`src/rtl/mmwd_pkg.sv`:
```
package mmwd_pkg;

    localparam int NUM_ERR = 5;

    typedef enum logic [2:0] {
        CAUSE_NONE       = 3'd0,
        CAUSE_STALL      = 3'd1,
        CAUSE_RD_TIMEOUT = 3'd2,
        CAUSE_WR_TIMEOUT = 3'd3,
        CAUSE_PEND_OVF   = 3'd4,
        CAUSE_ORPHAN     = 3'd5
    } cause_e;

    // bit 0 is stall, bit 4 is orphan beat
    typedef struct packed {
        logic orphan;
        logic pend_ovf;
        logic wr_timeout;
        logic rd_timeout;
        logic stall;
    } err_vec_t;

    function automatic cause_e pick_cause(input err_vec_t ev);
        if (ev.stall)      return CAUSE_STALL;
        if (ev.rd_timeout) return CAUSE_RD_TIMEOUT;
        if (ev.wr_timeout) return CAUSE_WR_TIMEOUT;
        if (ev.pend_ovf)   return CAUSE_PEND_OVF;
        if (ev.orphan)     return CAUSE_ORPHAN;
        return CAUSE_NONE;
    endfunction

endpackage

```
`src/rtl/mmwd_run_timer.sv`:
```
module mmwd_run_timer #(
    parameter int LIMIT = 100
) (
    input  logic clk,
    input  logic rst,
    input  logic active_i,
    input  logic restart_i,
    output logic expired_o
);
    localparam int CW = $clog2(LIMIT + 1);

    logic [CW-1:0] cnt_q;

    always_ff @(posedge clk) begin
        if (rst || !active_i || restart_i)
            cnt_q <= '0;
        else if (cnt_q != CW'(LIMIT))
            cnt_q <= cnt_q + 1'b1;
    end

    assign expired_o = active_i && !restart_i && (cnt_q == CW'(LIMIT - 1));

    AST_TIMER_ONCE: assert property (@(posedge clk) disable iff (rst)
        expired_o |=> !expired_o);
    AST_TIMER_SAT: assert property (@(posedge clk) disable iff (rst)
        cnt_q <= CW'(LIMIT));

endmodule

```
`src/rtl/mmwd_read_track.sv`:
```
module mmwd_read_track #(
    parameter int BURST_W     = 4,
    parameter int MAX_PEND    = 1,
    parameter bit HAS_RDVALID = 1'b1,
    parameter int FIXED_LAT   = 0
) (
    input  logic               clk,
    input  logic               rst,
    input  logic               rd_accept_i,
    input  logic               rdvalid_i,
    input  logic [BURST_W-1:0] burst_i,
    output logic               pending_o,
    output logic               beat_ret_o,
    output logic               pend_ovf_o,
    output logic               orphan_o
);
    generate
        if (HAS_RDVALID) begin : g_rdvalid
            localparam int DEPTH = (MAX_PEND > 0) ? MAX_PEND : 1;
            localparam int PW    = (DEPTH > 1) ? $clog2(DEPTH) : 1;
            localparam int CW    = $clog2(DEPTH + 2);

            logic [BURST_W-1:0] left_q [DEPTH];
            logic [PW-1:0]      head_q, tail_q;
            logic [CW-1:0]      occ_q, occ_after;
            logic [BURST_W-1:0] beats_in;
            logic               pop, push;

            function automatic logic [PW-1:0] adv(input logic [PW-1:0] p);
                return (p == PW'(DEPTH - 1)) ? '0 : p + 1'b1;
            endfunction

            assign beats_in   = (burst_i == '0) ? BURST_W'(1) : burst_i;
            assign orphan_o   = rdvalid_i && (occ_q == '0);
            assign beat_ret_o = rdvalid_i && (occ_q != '0);
            assign pop        = beat_ret_o && (left_q[head_q] == BURST_W'(1));
            assign occ_after  = occ_q - CW'(pop);
            assign pend_ovf_o = rd_accept_i && (occ_after >= CW'(MAX_PEND));
            assign push       = rd_accept_i && !pend_ovf_o;
            assign pending_o  = (occ_q != '0);

            always_ff @(posedge clk) begin
                if (rst) begin
                    head_q <= '0;
                    tail_q <= '0;
                    occ_q  <= '0;
                end else begin
                    if (pop)  head_q <= adv(head_q);
                    if (push) tail_q <= adv(tail_q);
                    occ_q <= occ_after + CW'(push);
                end
            end

            always_ff @(posedge clk) begin
                if (beat_ret_o && !pop)
                    left_q[head_q] <= left_q[head_q] - 1'b1;
                if (push)
                    left_q[tail_q] <= beats_in;
            end

            AST_PEND_BOUND: assert property (@(posedge clk) disable iff (rst)
                occ_q <= CW'(DEPTH));
            AST_ORPHAN_EMPTY: assert property (@(posedge clk) disable iff (rst)
                (orphan_o && !rd_accept_i) |=> occ_q == '0);
        end else begin : g_fixed
            assign beat_ret_o = 1'b0;
            assign orphan_o   = 1'b0;
            assign pending_o  = 1'b0;
            if (FIXED_LAT == 0) begin : g_zero
                assign pend_ovf_o = 1'b0;
            end else begin : g_pipe
                logic [FIXED_LAT-1:0] pipe_q;
                int unsigned          inflight;

                assign inflight   = $countones(pipe_q) - int'(pipe_q[FIXED_LAT-1]);
                assign pend_ovf_o = rd_accept_i && (inflight >= MAX_PEND);

                always_ff @(posedge clk) begin
                    if (rst) pipe_q <= '0;
                    else     pipe_q <= (pipe_q << 1) | FIXED_LAT'(rd_accept_i);
                end
            end
        end
    endgenerate

endmodule

```
`src/rtl/mmwd_write_track.sv`:
```
module mmwd_write_track #(
    parameter int BURST_W = 4
) (
    input  logic               clk,
    input  logic               rst,
    input  logic               wr_accept_i,
    input  logic [BURST_W-1:0] burst_i,
    output logic               busy_o,
    output logic               done_o
);
    logic [BURST_W-1:0] left_q;
    logic [BURST_W-1:0] beats_in;
    logic               busy_q;

    assign beats_in = (burst_i == '0) ? BURST_W'(1) : burst_i;
    assign done_o   = busy_q && wr_accept_i && (left_q == BURST_W'(1));
    assign busy_o   = busy_q;

    always_ff @(posedge clk) begin
        if (rst) begin
            busy_q <= 1'b0;
            left_q <= '0;
        end else if (busy_q) begin
            if (wr_accept_i) begin
                left_q <= left_q - 1'b1;
                if (left_q == BURST_W'(1)) busy_q <= 1'b0;
            end
        end else if (wr_accept_i && beats_in > BURST_W'(1)) begin
            busy_q <= 1'b1;
            left_q <= beats_in - 1'b1;
        end
    end

    AST_WR_LEFT: assert property (@(posedge clk) disable iff (rst)
        busy_q |-> left_q != '0);
    AST_WR_DONE: assert property (@(posedge clk) disable iff (rst)
        done_o |=> !busy_q);

endmodule

```
`src/rtl/mm_bus_watchdog.sv`:
```
module mm_bus_watchdog
    import mmwd_pkg::*;
#(
    parameter int BURST_W     = 4,
    parameter int WAIT_LIMIT  = 1024,
    parameter int RD_LIMIT    = 100,
    parameter int WR_LIMIT    = 100,
    parameter int MAX_PEND    = 1,
    parameter bit HAS_RDVALID = 1'b1,
    parameter int FIXED_LAT   = 0
) (
    input  logic               clk,
    input  logic               rst,
    input  logic               err_clr,
    input  logic               bus_read,
    input  logic               bus_write,
    input  logic               bus_waitreq,
    input  logic               bus_rdvalid,
    input  logic [BURST_W-1:0] bus_burst,
    output logic [NUM_ERR-1:0] err_flags,
    output logic [2:0]         err_cause,
    output logic               err_any
);
    logic     rd_accept, wr_accept;
    logic     rd_pending, beat_ret, wr_busy, wr_done;
    err_vec_t ev, flags_q;
    cause_e   cause_q;

    assign rd_accept = bus_read  && !bus_waitreq;
    assign wr_accept = bus_write && !bus_waitreq;

    mmwd_run_timer #(.LIMIT(WAIT_LIMIT)) u_stall_timer (
        .clk(clk), .rst(rst), .active_i(bus_waitreq), .restart_i(1'b0),
        .expired_o(ev.stall));

    mmwd_read_track #(
        .BURST_W(BURST_W), .MAX_PEND(MAX_PEND),
        .HAS_RDVALID(HAS_RDVALID), .FIXED_LAT(FIXED_LAT)
    ) u_rd_track (
        .clk(clk), .rst(rst), .rd_accept_i(rd_accept), .rdvalid_i(bus_rdvalid),
        .burst_i(bus_burst), .pending_o(rd_pending), .beat_ret_o(beat_ret),
        .pend_ovf_o(ev.pend_ovf), .orphan_o(ev.orphan));

    mmwd_run_timer #(.LIMIT(RD_LIMIT)) u_rd_timer (
        .clk(clk), .rst(rst), .active_i(rd_pending), .restart_i(beat_ret),
        .expired_o(ev.rd_timeout));

    mmwd_write_track #(.BURST_W(BURST_W)) u_wr_track (
        .clk(clk), .rst(rst), .wr_accept_i(wr_accept), .burst_i(bus_burst),
        .busy_o(wr_busy), .done_o(wr_done));

    mmwd_run_timer #(.LIMIT(WR_LIMIT)) u_wr_timer (
        .clk(clk), .rst(rst), .active_i(wr_busy), .restart_i(wr_done),
        .expired_o(ev.wr_timeout));

    always_ff @(posedge clk) begin
        if (rst || err_clr) begin
            flags_q <= '0;
            cause_q <= CAUSE_NONE;
        end else begin
            flags_q <= flags_q | ev;
            if (cause_q == CAUSE_NONE && ev != '0)
                cause_q <= pick_cause(ev);
        end
    end

    assign err_flags = flags_q;
    assign err_cause = cause_q;
    assign err_any   = |flags_q;

    AST_CLEAR: assert property (@(posedge clk) disable iff (rst)
        err_clr |=> (flags_q == '0 && cause_q == CAUSE_NONE));
    AST_CAUSE_HOLD: assert property (@(posedge clk) disable iff (rst)
        (cause_q != CAUSE_NONE && !err_clr) |=> cause_q == $past(cause_q));
    AST_FLAG_STICKY: assert property (@(posedge clk) disable iff (rst)
        !err_clr |=> (flags_q & $past(flags_q)) == $past(flags_q));
    AST_CAUSE_FLAGGED: assert property (@(posedge clk) disable iff (rst)
        cause_q != CAUSE_NONE |-> flags_q[cause_q - 3'd1]);

endmodule

```
`config.mk`:
```
export PLATFORM = sky130hd
export DESIGN_NAME = mm_bus_watchdog
export DESIGN_NICKNAME = d
export VERILOG_FILES = /design/src/rtl/mmwd_pkg.sv /design/src/rtl/mmwd_run_timer.sv /design/src/rtl/mmwd_read_track.sv /design/src/rtl/mmwd_write_track.sv /design/src/rtl/mm_bus_watchdog.sv
export SDC_FILE = /design/constraint.sdc
export NUM_CORES = 1
export LEC_CHECK = 0
export BUFFER_PORTS_ARGS = -buffer_cell sky130_fd_sc_hd__buf_2
export CAP_MARGIN = 20
export CORE_MARGIN = 4
export CORE_UTILIZATION = 33
export CTS_CLUSTER_DIAMETER = 30
export DETAILED_ROUTE_END_ITERATION = 10
export PLACE_DENSITY = 0.51
export SLEW_MARGIN = 10
export SYNTH_ARGS = -nofsm -noshare
export SYNTH_HDL_FRONTEND = slang
export SYNTH_SLANG_ARGS = --single-unit
```
`constraint.sdc`:
```
create_clock -name clk -period 2.4 [get_ports clk]
set_clock_uncertainty 0.05 [all_clocks]
set_input_delay 0.24 -clock clk [delete_from_list [all_inputs] [get_ports clk]]
set_output_delay 0.24 -clock clk [all_outputs]
set_load 0.02 [all_outputs]
```
-- After elaboration in Yosys (flattened, before gate mapping)
Memories as Yosys holds them, arrays and structs flattened.
Cells that the tools add are included.
- logic and storage cells: 123
- RAM bits: 4
- memories: 1
- bits in registers: 40
- memories (name ; depth ; width ; rd ports ; clocked after memory_dff ; write ports ; RTL line ; source):
    u_rd_track.g_rdvalid.left_q ; 1 ; 4 ; 1 ; 0 ; 1 ; mmwd_read_track.sv:23 ; logic [BURST_W-1:0] left_q [DEPTH];
- muxes and demuxes: 51
- reductions and logical operators: 39
- add/subtract/negate cells: 8
- $lt $le $gt $ge: 2
- bitwise logic cells: 1
- equality and inequality tests: 9
- operators by type and width (operator ; number):
    $mux 3 ; 12
    $mux 1 ; 34
    $mux 4 ; 5
    $logic_and 1x1->1 ; 17
    $add 7x1->7 const B ; 2
    $eq 7x7->1 const B ; 2
    $ne 7x7->1 const B ; 2
    $sub 4x1->4 const B ; 3
    $add 11x1->11 const B ; 1
    $eq 11x10->1 const B ; 1
    $ne 11x11->1 const B ; 1
    $eq 4x1->1 const B ; 2
    $logic_not 1->1 ; 7
    $logic_or 1x1->1 ; 6
    $or 5x5->5 ; 1
    $reduce_bool 5->1 ; 1
    $reduce_or 5->1 ; 1
    $gt 4x1->1 const B ; 1
    $logic_not 4->1 ; 1
    $reduce_bool 2->1 ; 2
    $reduce_or 4->1 ; 1
    $logic_not 3->1 ; 1
    $add 2x1->2 ; 1
    $ge 2x1->1 const B ; 1
    other kinds (4) ; 4

-- Longest topological paths before layout
Gate-level depths: netlist of run 1.
- depth in word-level cells: 34
- depth in mapped cells: 13
- depth with buffers taken out: 12

-- By module
Synthesis of run 1 repeated with hierarchy kept, for this count alone.
- cells, all modules: 272
- area total of the unflattened synthesis: 2447.3 µm²
- by module, submodules not included (module ; sequential area each (µm²) ; times used ; area each (µm²) ; cells an instance):
    mmwd_run_timer at u_rd_timer ... ; 140.1 ; 2 ; 364.1 ; 40
    mmwd_run_timer at u_stall_timer ; 220.2 ; 1 ; 583.1 ; 66
    mmwd_write_track ; 100.1 ; 1 ; 421.7 ; 52
    mmwd_read_track ; 160.2 ; 1 ; 397.9 ; 42
    mm_bus_watchdog ; 160.2 ; 1 ; 316.6 ; 32

-- Least setup slack after synthesis of run 1
OpenSTA, ideal clock, no wires.
- path kind: flip-flop to flip-flop
- from: mem u_rd_track.g_rdvalid.left_q[0][0]
- to: reg u_rd_track.g_rdvalid.occ_q[1]
- cell stages (with the launch flop): 13
- arrival: 2.078 ns
- slack: 0.155 ns
- required time: 2.232 ns
- buffers on the path: 1
- path through: edfxtp_1 > ha_1 > nor3b_1 > nor2b_1 > ha_1 > nor2b_1 > nand2b_1 > buf_2 > inv_1 > ha_1 > xor2_1 > xnor2_1 > nor2_1
- longest elaborated chain between the ends: 9
- RTL lines (element ; RTL line ; source):
    start: declaration ; mmwd_read_track.sv:23 ;
    $mem_v2 1x4 * ; n/a ;
    $eq 4x1->1 * ; mmwd_read_track.sv:36 ; assign pop = beat_ret_o && (left_q[head_q] == BURST_W'(1));
    $logic_and 1x1->1 * ; mmwd_read_track.sv:36 ;
    $sub 2x1->2 * ; mmwd_read_track.sv:37 ; assign occ_after = occ_q - CW'(pop);
    $ge 2x1->1 ; mmwd_read_track.sv:38 ; assign pend_ovf_o = rd_accept_i && (occ_after >= CW'(MAX_PEND));
    $logic_and 1x1->1 ; mmwd_read_track.sv:38 ;
    $logic_not 1->1 ; mmwd_read_track.sv:39 ; assign push = rd_accept_i && !pend_ovf_o;
    $logic_and 1x1->1 ; mmwd_read_track.sv:39 ;
    $add 2x1->2 * ; mmwd_read_track.sv:50 ; occ_q <= occ_after + CW'(push);
    end signal: assignment ; mmwd_read_track.sv:50 ;
    end: declaration ; mmwd_read_track.sv:25 ; logic [CW-1:0] occ_q, occ_after;
Every way passes the cells marked *; elsewhere a longest branch is shown, timed or not.
A chain may end at the register's enable or synchronous reset.

-- Worst setup path after layout of run 1
- from: mem u_rd_track.g_rdvalid.left_q[0][0]
- to: mem u_rd_track.g_rdvalid.left_q[0][2], enable pin
- longest elaborated chain between the ends: 12
- RTL lines (element ; RTL line ; source):
    $mem_v2 1x4 * ; n/a ;
    $eq 4x1->1 * ; mmwd_read_track.sv:36 ;
    $logic_and 1x1->1 * ; mmwd_read_track.sv:36 ;
    $sub 2x1->2 ; mmwd_read_track.sv:37 ;
    $ge 2x1->1 ; mmwd_read_track.sv:38 ;
    $logic_and 1x1->1 ; mmwd_read_track.sv:38 ;
    $logic_not 1->1 ; mmwd_read_track.sv:39 ;
    $logic_and 1x1->1 ; mmwd_read_track.sv:39 ;
    $mux 1 ; mmwd_read_track.sv:57 ; if (push)
    $mux 1 (not written as such) ; mmwd_read_track.sv:58 ; left_q[tail_q] <= beats_in;
    $reduce_or 4->1 (no source line) ; n/a ;
    $mux 1 (no source line) * ; n/a ;
Marks and branches as above.

==> results of run 1 <==
-- per-layer routing --
layer / share of wire (%) / up-vias / GRT usage [%]
met2: 46 / 15 / 18.3
met4: 1.8 / 0 / 4.27
met1: 49 / 787 / 13.9
met5: 0 / - / 0
li1: - / 916 / -
met3: 2.7 / 9 / 2.98
-- final cells by class --
| type | count | share of cell area, % |
|---|---|---|
| Clock buffer | 7 | 3.77 |
| Clock inverter | 1 | 0.194 |
| Inverter | 20 | 2.90 |
| Multi-Input combinational cell | 185 | 49.3 |
| Sequential cell | 44 | 35.6 |
| Tap cell | 77 | 3.73 |
| Timing Repair Buffer | 22 | 4.55 |
-- power groups by stage --
stage / Sequential [uW] / Clock, uW / Combinational, uW
after floorplan: 815 / 0 / 125
after global placement: 816 / 0 / 181
after detailed placement: 816 / 0 / 180
after CTS: 799 / 546 / 182
after global routing: 805 / 573 / 211
final: 801 / 526 / 185
-- state kept, by name, indices dropped and copies added (netlist names) --
register and count:
u_stall_timer.cnt_q 11, u_rd_timer.cnt_q 7, u_wr_timer.cnt_q 7, err_flags 5, u_rd_track.g_rdvalid.left_q 4, u_wr_track.left_q 4, err_cause 3, u_rd_track.g_rdvalid.occ_q 2
u_wr_track.busy_o 1
-- worst max-delay path by stage --
stage / startpoint / end / depth (start not counted)
finish: u_rd_track.g_rdvalid.left_q[0][0] / u_rd_track.g_rdvalid.left_q[0][2] / 8
global route: u_rd_track.g_rdvalid.left_q[0][1] / u_rd_track.g_rdvalid.occ_q[1] / 12
CTS: u_rd_track.g_rdvalid.left_q[0][0] / u_rd_track.g_rdvalid.left_q[0][2] / 8
detailed placement: u_rd_track.g_rdvalid.left_q[0][0] / u_rd_track.g_rdvalid.left_q[0][2] / 8
global placement: u_rd_track.g_rdvalid.left_q[0][0] / u_rd_track.g_rdvalid.left_q[0][0] / 8
floorplan: u_rd_track.g_rdvalid.left_q[0][0] / u_rd_track.g_rdvalid.occ_q[1] / 12
-- cell usage after synthesis (all sizes together) (3+ instances only) --
library cell | number | area [sq um]
nor3 | 14 | 70.1
nand2b | 5 | 31.3
nor2 | 37 | 144
nand2 | 13 | 48.8
o21ai | 3 | 15.0
ha | 14 | 175
or3 | 3 | 18.8
buf | 3 | 15.0
nand3b | 3 | 22.5
xor2 | 11 | 96.3
nor3b | 3 | 32.5
xnor2 | 14 | 123
nor4 | 4 | 40.0
o21a | 3 | 22.5
mux2i | 3 | 30.0
inv | 20 | 75.1
a21oi | 17 | 96.4
nand3 | 13 | 77.6
edfxtp | 4 | 120
nor2b | 3 | 18.8
dfxtp | 40 | 801
-- what timing repair did --
item                       CTS  global route
hold buffers                 0             0
setup endpoints to repair    0             5
buffers inserted             0             1
resized for setup            0             5
-- stage by stage --
step,hold slack [ns],util (%),area (sq um)
floorplan,0.267,-,2270
global placement,0.404,37.7,2460
detailed placement,0.408,37.7,2460
CTS,0.0862,39.2,2560
global route,0.0763,39.6,2590
finish,0.0892,39.6,2590
-- logic make-up after synthesis --
| family | synth area share, % |
|---|---|
| AND/OR/NAND/NOR | 25.6 |
| flip-flops | 40.5 |
| XOR/XNOR | 9.64 |
| multiplexers | 1.32 |
| buffers and inverters | 4.13 |
| adder cells (fa/ha/maj) | 7.71 |
| AO/OA/AOI/OAI | 11.1 |
-- worst max-delay path, delay by kind of cell, from the launching register on --
family	cells	cell delay, ns
and+or+nand+nor	4	0.54
AOI/OAI and AO/OA	1	0.22
DFF	1	0.43
adders and majority gates	2	0.53
buffers and inverters	1	0.16
==> impl_metrics.yaml, run 1 <==
route:
  vias_per_cell: 4.85
  wirelength_mm: 4.44
  drt_iter0_markers: 40
  dr.pass1.iters: 4
  ant_nets: 0
  routedWlPerCell_microns: 12.5
  vias: 1727
  drc: 0
hold_path:
  hp-class: "primary input to flip-flop"
  min-delay-start: "err_clr"
  min_to: "err_flags[2]"
  hold_depth: 2
critical_path:
  max_stage_delay_ns: 0.43
  r2r_end: "u_rd_track.g_rdvalid.left_q[0][2]"
  cp.required_ns: 2.31
  cp_max_fo: 9
  critPathSlowestCell: "edfxtp_1"
  critPathKind: "flip-flop to flip-flop"
  rrSetupSlack_ns: 0.14
  arrival_ns: 2.17
  cp-start-kind: "flip-flop"
  crit_chain: "ha_1 -> nor3b_4 -> nor2b_2 -> ha_1 -> nor2b_2 -> nand2b_1 -> buf_4 -> o21ai_1"
  cp-end-kind: "flip-flop"
  r2r-start: "u_rd_track.g_rdvalid.left_q[0][0]"
  rr_worst_depth: 8
synthesis:
  synth_fp_nets: 278
  synth.distinct_cells: 47
  synth_area_sq_um: 2270
  synthFlopType: "dfxtp_1"
  synth_edf_count: 4
  async_reset_ff_share_pct: 0
  yosys_warnings: 0
  ys_seq_area_share_pct: 40.5
  synth-seq-cells: 44
  syn_inst: 253
  synth_area_per_cell_sq_um: 8.98
pwr:
  p_seq_share_pct: 53.0
  p_sw_uw: 391
  intPower_uw: 1120
  clkPwrFrac_pct: 34.8
  peakVddDrop_mv: 0.233
  power_frac_comb_pct: 12.3
  p_per_area_nw_per_um2: 585
  total_power_uw: 1510
  switching_share_pct: 25.8
  p_leak_uw: 0.00102
cts:
  cts_tree: "done"
  cts.sinks: 44
  clk_path_buf_depth: 2
  cts_max_level: 2
  cts-root-buf: "clkbuf_8"
  path_clk_slew_ns: 0.09
  numCtsBuffers: 5
  clock_latency_ns: 0.29
global_routing:
  gr-total-overflow: 0
  antenna_found_initial: 0
  track_usage_pct: 11.1
  grt_max_degree: 14
  grt_pass1_vias: 1731
  grt_pass1_wl_mm: 7.65
floorplanning:
  dieArea_sq_um: 8280
  pin_count: 20
  start_util_pct: 34.8
  rows: 29
  die_h_microns: 91.0
  core_area_sq_um: 6530
  die_w_microns: 91.0
cells_and_area:
  filler_cell_count: 682
  fin_nets: 303
  multi_input_area_sq_um: 1270
  final_cell_mix: "40 x dfxtp_1, 35 x nor2_1, 19 x inv_1, 19 x buf_2"
  syn_to_final_growth_pct: 13.8
  final_common_cell: "dfxtp_1"
  stdcell_count: 356
  diodes: 0
  seq_area_sq_um: 921
  layout-drive-gt1-share_pct: 15.8
placed_design:
  hpwlAfterDp_mm: 3.37
  dp_slack_ns: 0.0991
  placed_cells: 347
  portBuffers: 19
  place_congestion: 0.815
timing:
  rsz0062_at_grt: "no"
  setup_ws_ns: 0.143
  min_period_over_period_pct: 94.1
  max_freq_mhz: 443
  finalSetupTns_ns: 0
  setup_viol: 0
  worst_slew_pin_slew_ns: 0.382
  relSlewSlack_pct: 74.3
  hold_viol_final: 0
  fin_crit_ns: 2.26
  slew_violations: 0
status:
  outcome: "completed"
run:
  maxCapViolations: 0
(Power assumes the default switching activity.)
==> run 2, diff against run 1 <==
--- a/config.mk
+++ b/config.mk
@@ -7,11 +7,13 @@
 export LEC_CHECK = 0
 export BUFFER_PORTS_ARGS = -buffer_cell sky130_fd_sc_hd__buf_2
 export CAP_MARGIN = 20
+export CELL_PAD_IN_SITES_DETAIL_PLACEMENT = 0
+export CELL_PAD_IN_SITES_GLOBAL_PLACEMENT = 1
 export CORE_MARGIN = 4
 export CORE_UTILIZATION = 33
 export CTS_CLUSTER_DIAMETER = 30
 export DETAILED_ROUTE_END_ITERATION = 10
-export PLACE_DENSITY = 0.51
+export PLACE_DENSITY = 0.63
 export SLEW_MARGIN = 10
 export SYNTH_ARGS = -nofsm -noshare
 export SYNTH_HDL_FRONTEND = slang
==> run 2 against run 1 <==
Cell count fell by 0.56%. Maximum frequency fell by 0.61%. Utilization fell by 0.38 points. Sequential share of layout area rose by 0.35 points. Wire length fell by 1.1%. Final area fell by 0.97%. Critical endpoint unchanged. Largest cell class unchanged. Largest power group unchanged.
==> impl_metrics.yaml, run 2 (same netlist as run 1, synthesis figures left out) <==
status:
  outcome: "completed"
critical_path:
  cp.required_ns: 2.31
  cp-end-kind: "flip-flop"
  rr_worst_depth: 8
  crit_family: "simple AND/OR/NAND/NOR gates"
  r2r-start: "u_rd_track.g_rdvalid.left_q[0][0]"
  rrSetupSlack_ns: 0.13
  r2r_end: "u_rd_track.g_rdvalid.left_q[0][2]"
  crit_buf_inv: 1
  crit_chain: "ha_1 -> nor3b_2 -> nor2b_1 -> ha_1 -> nor2b_1 -> nand2b_1 -> buf_4 -> o21ai_1"
  cp_max_fo: 9
  critPathSlowestCell: "edfxtp_1"
  cp-start-kind: "flip-flop"
  critPathKind: "flip-flop to flip-flop"
  arrival_ns: 2.18
  max_stage_delay_ns: 0.44
cells_and_area:
  diodes: 0
  fin_nets: 302
  final_cell_mix: "40 x dfxtp_1, 35 x nor2_1, 19 x inv_1, 19 x buf_2"
  syn_to_final_growth_pct: 12.7
  final_common_cell: "dfxtp_1"
  filler_cell_count: 662
  largest-register: "u_stall_timer.cnt_q"
  largest_register_ffs: 11
  largestRegisters: "u_stall_timer.cnt_q x11, u_rd_timer.cnt_q x7, u_wr_timer.cnt_q x7"
  layout-drive-gt1-share_pct: 14.8
  multi_input_area_sq_um: 1260
  seq_area_sq_um: 921
timing:
  holdWs_ns: 0.114
  slew_violations: 0
  worst_slew_pin_slew_ns: 0.376
  finalSetupTns_ns: 0
  setup_viol: 0
  fin_crit_ns: 2.27
  rsz0062_at_grt: "no"
  max_freq_mhz: 440
  min_period_over_period_pct: 94.6
  hold_viol_final: 0
  relSlewSlack_pct: 74.6
global_routing:
  grt_pass1_vias: 1719
  track_usage_pct: 11.2
  grt_pass1_wl_mm: 7.63
  antenna_found_initial: 0
  grt_max_degree: 13
  gr-total-overflow: 0
floorplanning:
  core_area_sq_um: 6530
  rows: 29
  start_util_pct: 34.8
  die_w_microns: 91.0
  die_h_microns: 91.0
  dieArea_sq_um: 8280
  pin_count: 20
route:
  ant_nets: 0
  drt_iter0_markers: 52
  routedWlPerCell_microns: 12.4
  vias: 1757
  dr.pass1.iters: 4
  vias_per_cell: 4.96
  drc: 0
  wirelength_mm: 4.39
pwr:
  peakVddDrop_mv: 0.230
  p_leak_uw: 0.00101
  p_per_area_nw_per_um2: 576
  total_power_uw: 1480
cts:
  cts.sinks: 44
  cts_max_level: 2
  numCtsBuffers: 5
  path_clk_slew_ns: 0.08
  clock_latency_ns: 0.29
  cts_hold_buffers: 0
  cts_tree: "done"
  cts-root-buf: "clkbuf_8"
  clk_path_buf_depth: 2
placed_design:
  hpwlAfterDp_mm: 3.31
  portBuffers: 19
  place_congestion: 0.729
hold_path:
  hold_depth: 2
  min_to: "err_flags[4]"
  min-delay-start: "err_clr"
  hp-class: "primary input to flip-flop"
run:
  maxCapViolations: 0
run 2: timing repair:
| item | in CTS | in global routing |
|---|---|---|
| setup endpoints to repair | 0 | 5 |
| setup buffers | 0 | 0 |
| hold endpoints to repair | 0 | 0 |
| resized for setup | 0 | 2 |
run 2: final cells by class:
class                           count  area share (%)
Inverter                           20            2.93
Tap cell                           77            3.76
Multi-Input combinational cell    185            49.3
Clock buffer                        7            3.76
Timing Repair Buffer               21            4.30
Sequential cell                    44            36.0
run 2: stage by stage:
stage                     area [sq um]  cells  utilization, %  setup WS (ns)
after CTS                         2560    354            39.1         0.0831
after global routing              2560    354            39.2        0.00472
after detailed placement          2460    347            37.7          0.102
final                             2560    354            39.2          0.129
after floorplan                   2270    253               -          0.155
after global placement            2460    347            37.7          0.144
run 2: how the worst max path moves through the flow:
stage,cells past startpoint,slack (ns),start,endpoint
floorplan,12,0.15,u_rd_track.g_rdvalid.left_q[0][0],u_rd_track.g_rdvalid.occ_q[1]
finish,8,0.13,u_rd_track.g_rdvalid.left_q[0][0],u_rd_track.g_rdvalid.left_q[0][2]
detailed placement,8,0.10,u_rd_track.g_rdvalid.left_q[0][0],u_rd_track.g_rdvalid.left_q[0][0]
global route,8,0.005,u_rd_track.g_rdvalid.left_q[0][0],u_rd_track.g_rdvalid.left_q[0][0]
global placement,8,0.14,u_rd_track.g_rdvalid.left_q[0][0],u_rd_track.g_rdvalid.left_q[0][1]
CTS,8,0.08,u_rd_track.g_rdvalid.left_q[0][0],u_rd_track.g_rdvalid.left_q[0][0]
run 2: per-layer routing:
metal,GRT usage (%),vias to the layer above,share of wire (%)
met1,14.2,806,48
li1,-,920,-
met5,0,-,0
met4,4.27,0,1.8
met3,3.06,7,3.6
met2,18.1,24,46
run 2: power breakdown:
| group | switching, uW | total (uW) | leakage (uW) | internal [uW] |
|---|---|---|---|---|
| Clock | 241 | 498 | 0.0000503 | 257 |
| Combinational | 102 | 178 | 0.000594 | 75.5 |
| Sequential | 26.3 | 800 | 0.000361 | 773 |
| Total | 370 | 1480 | 0.00101 | 1110 |
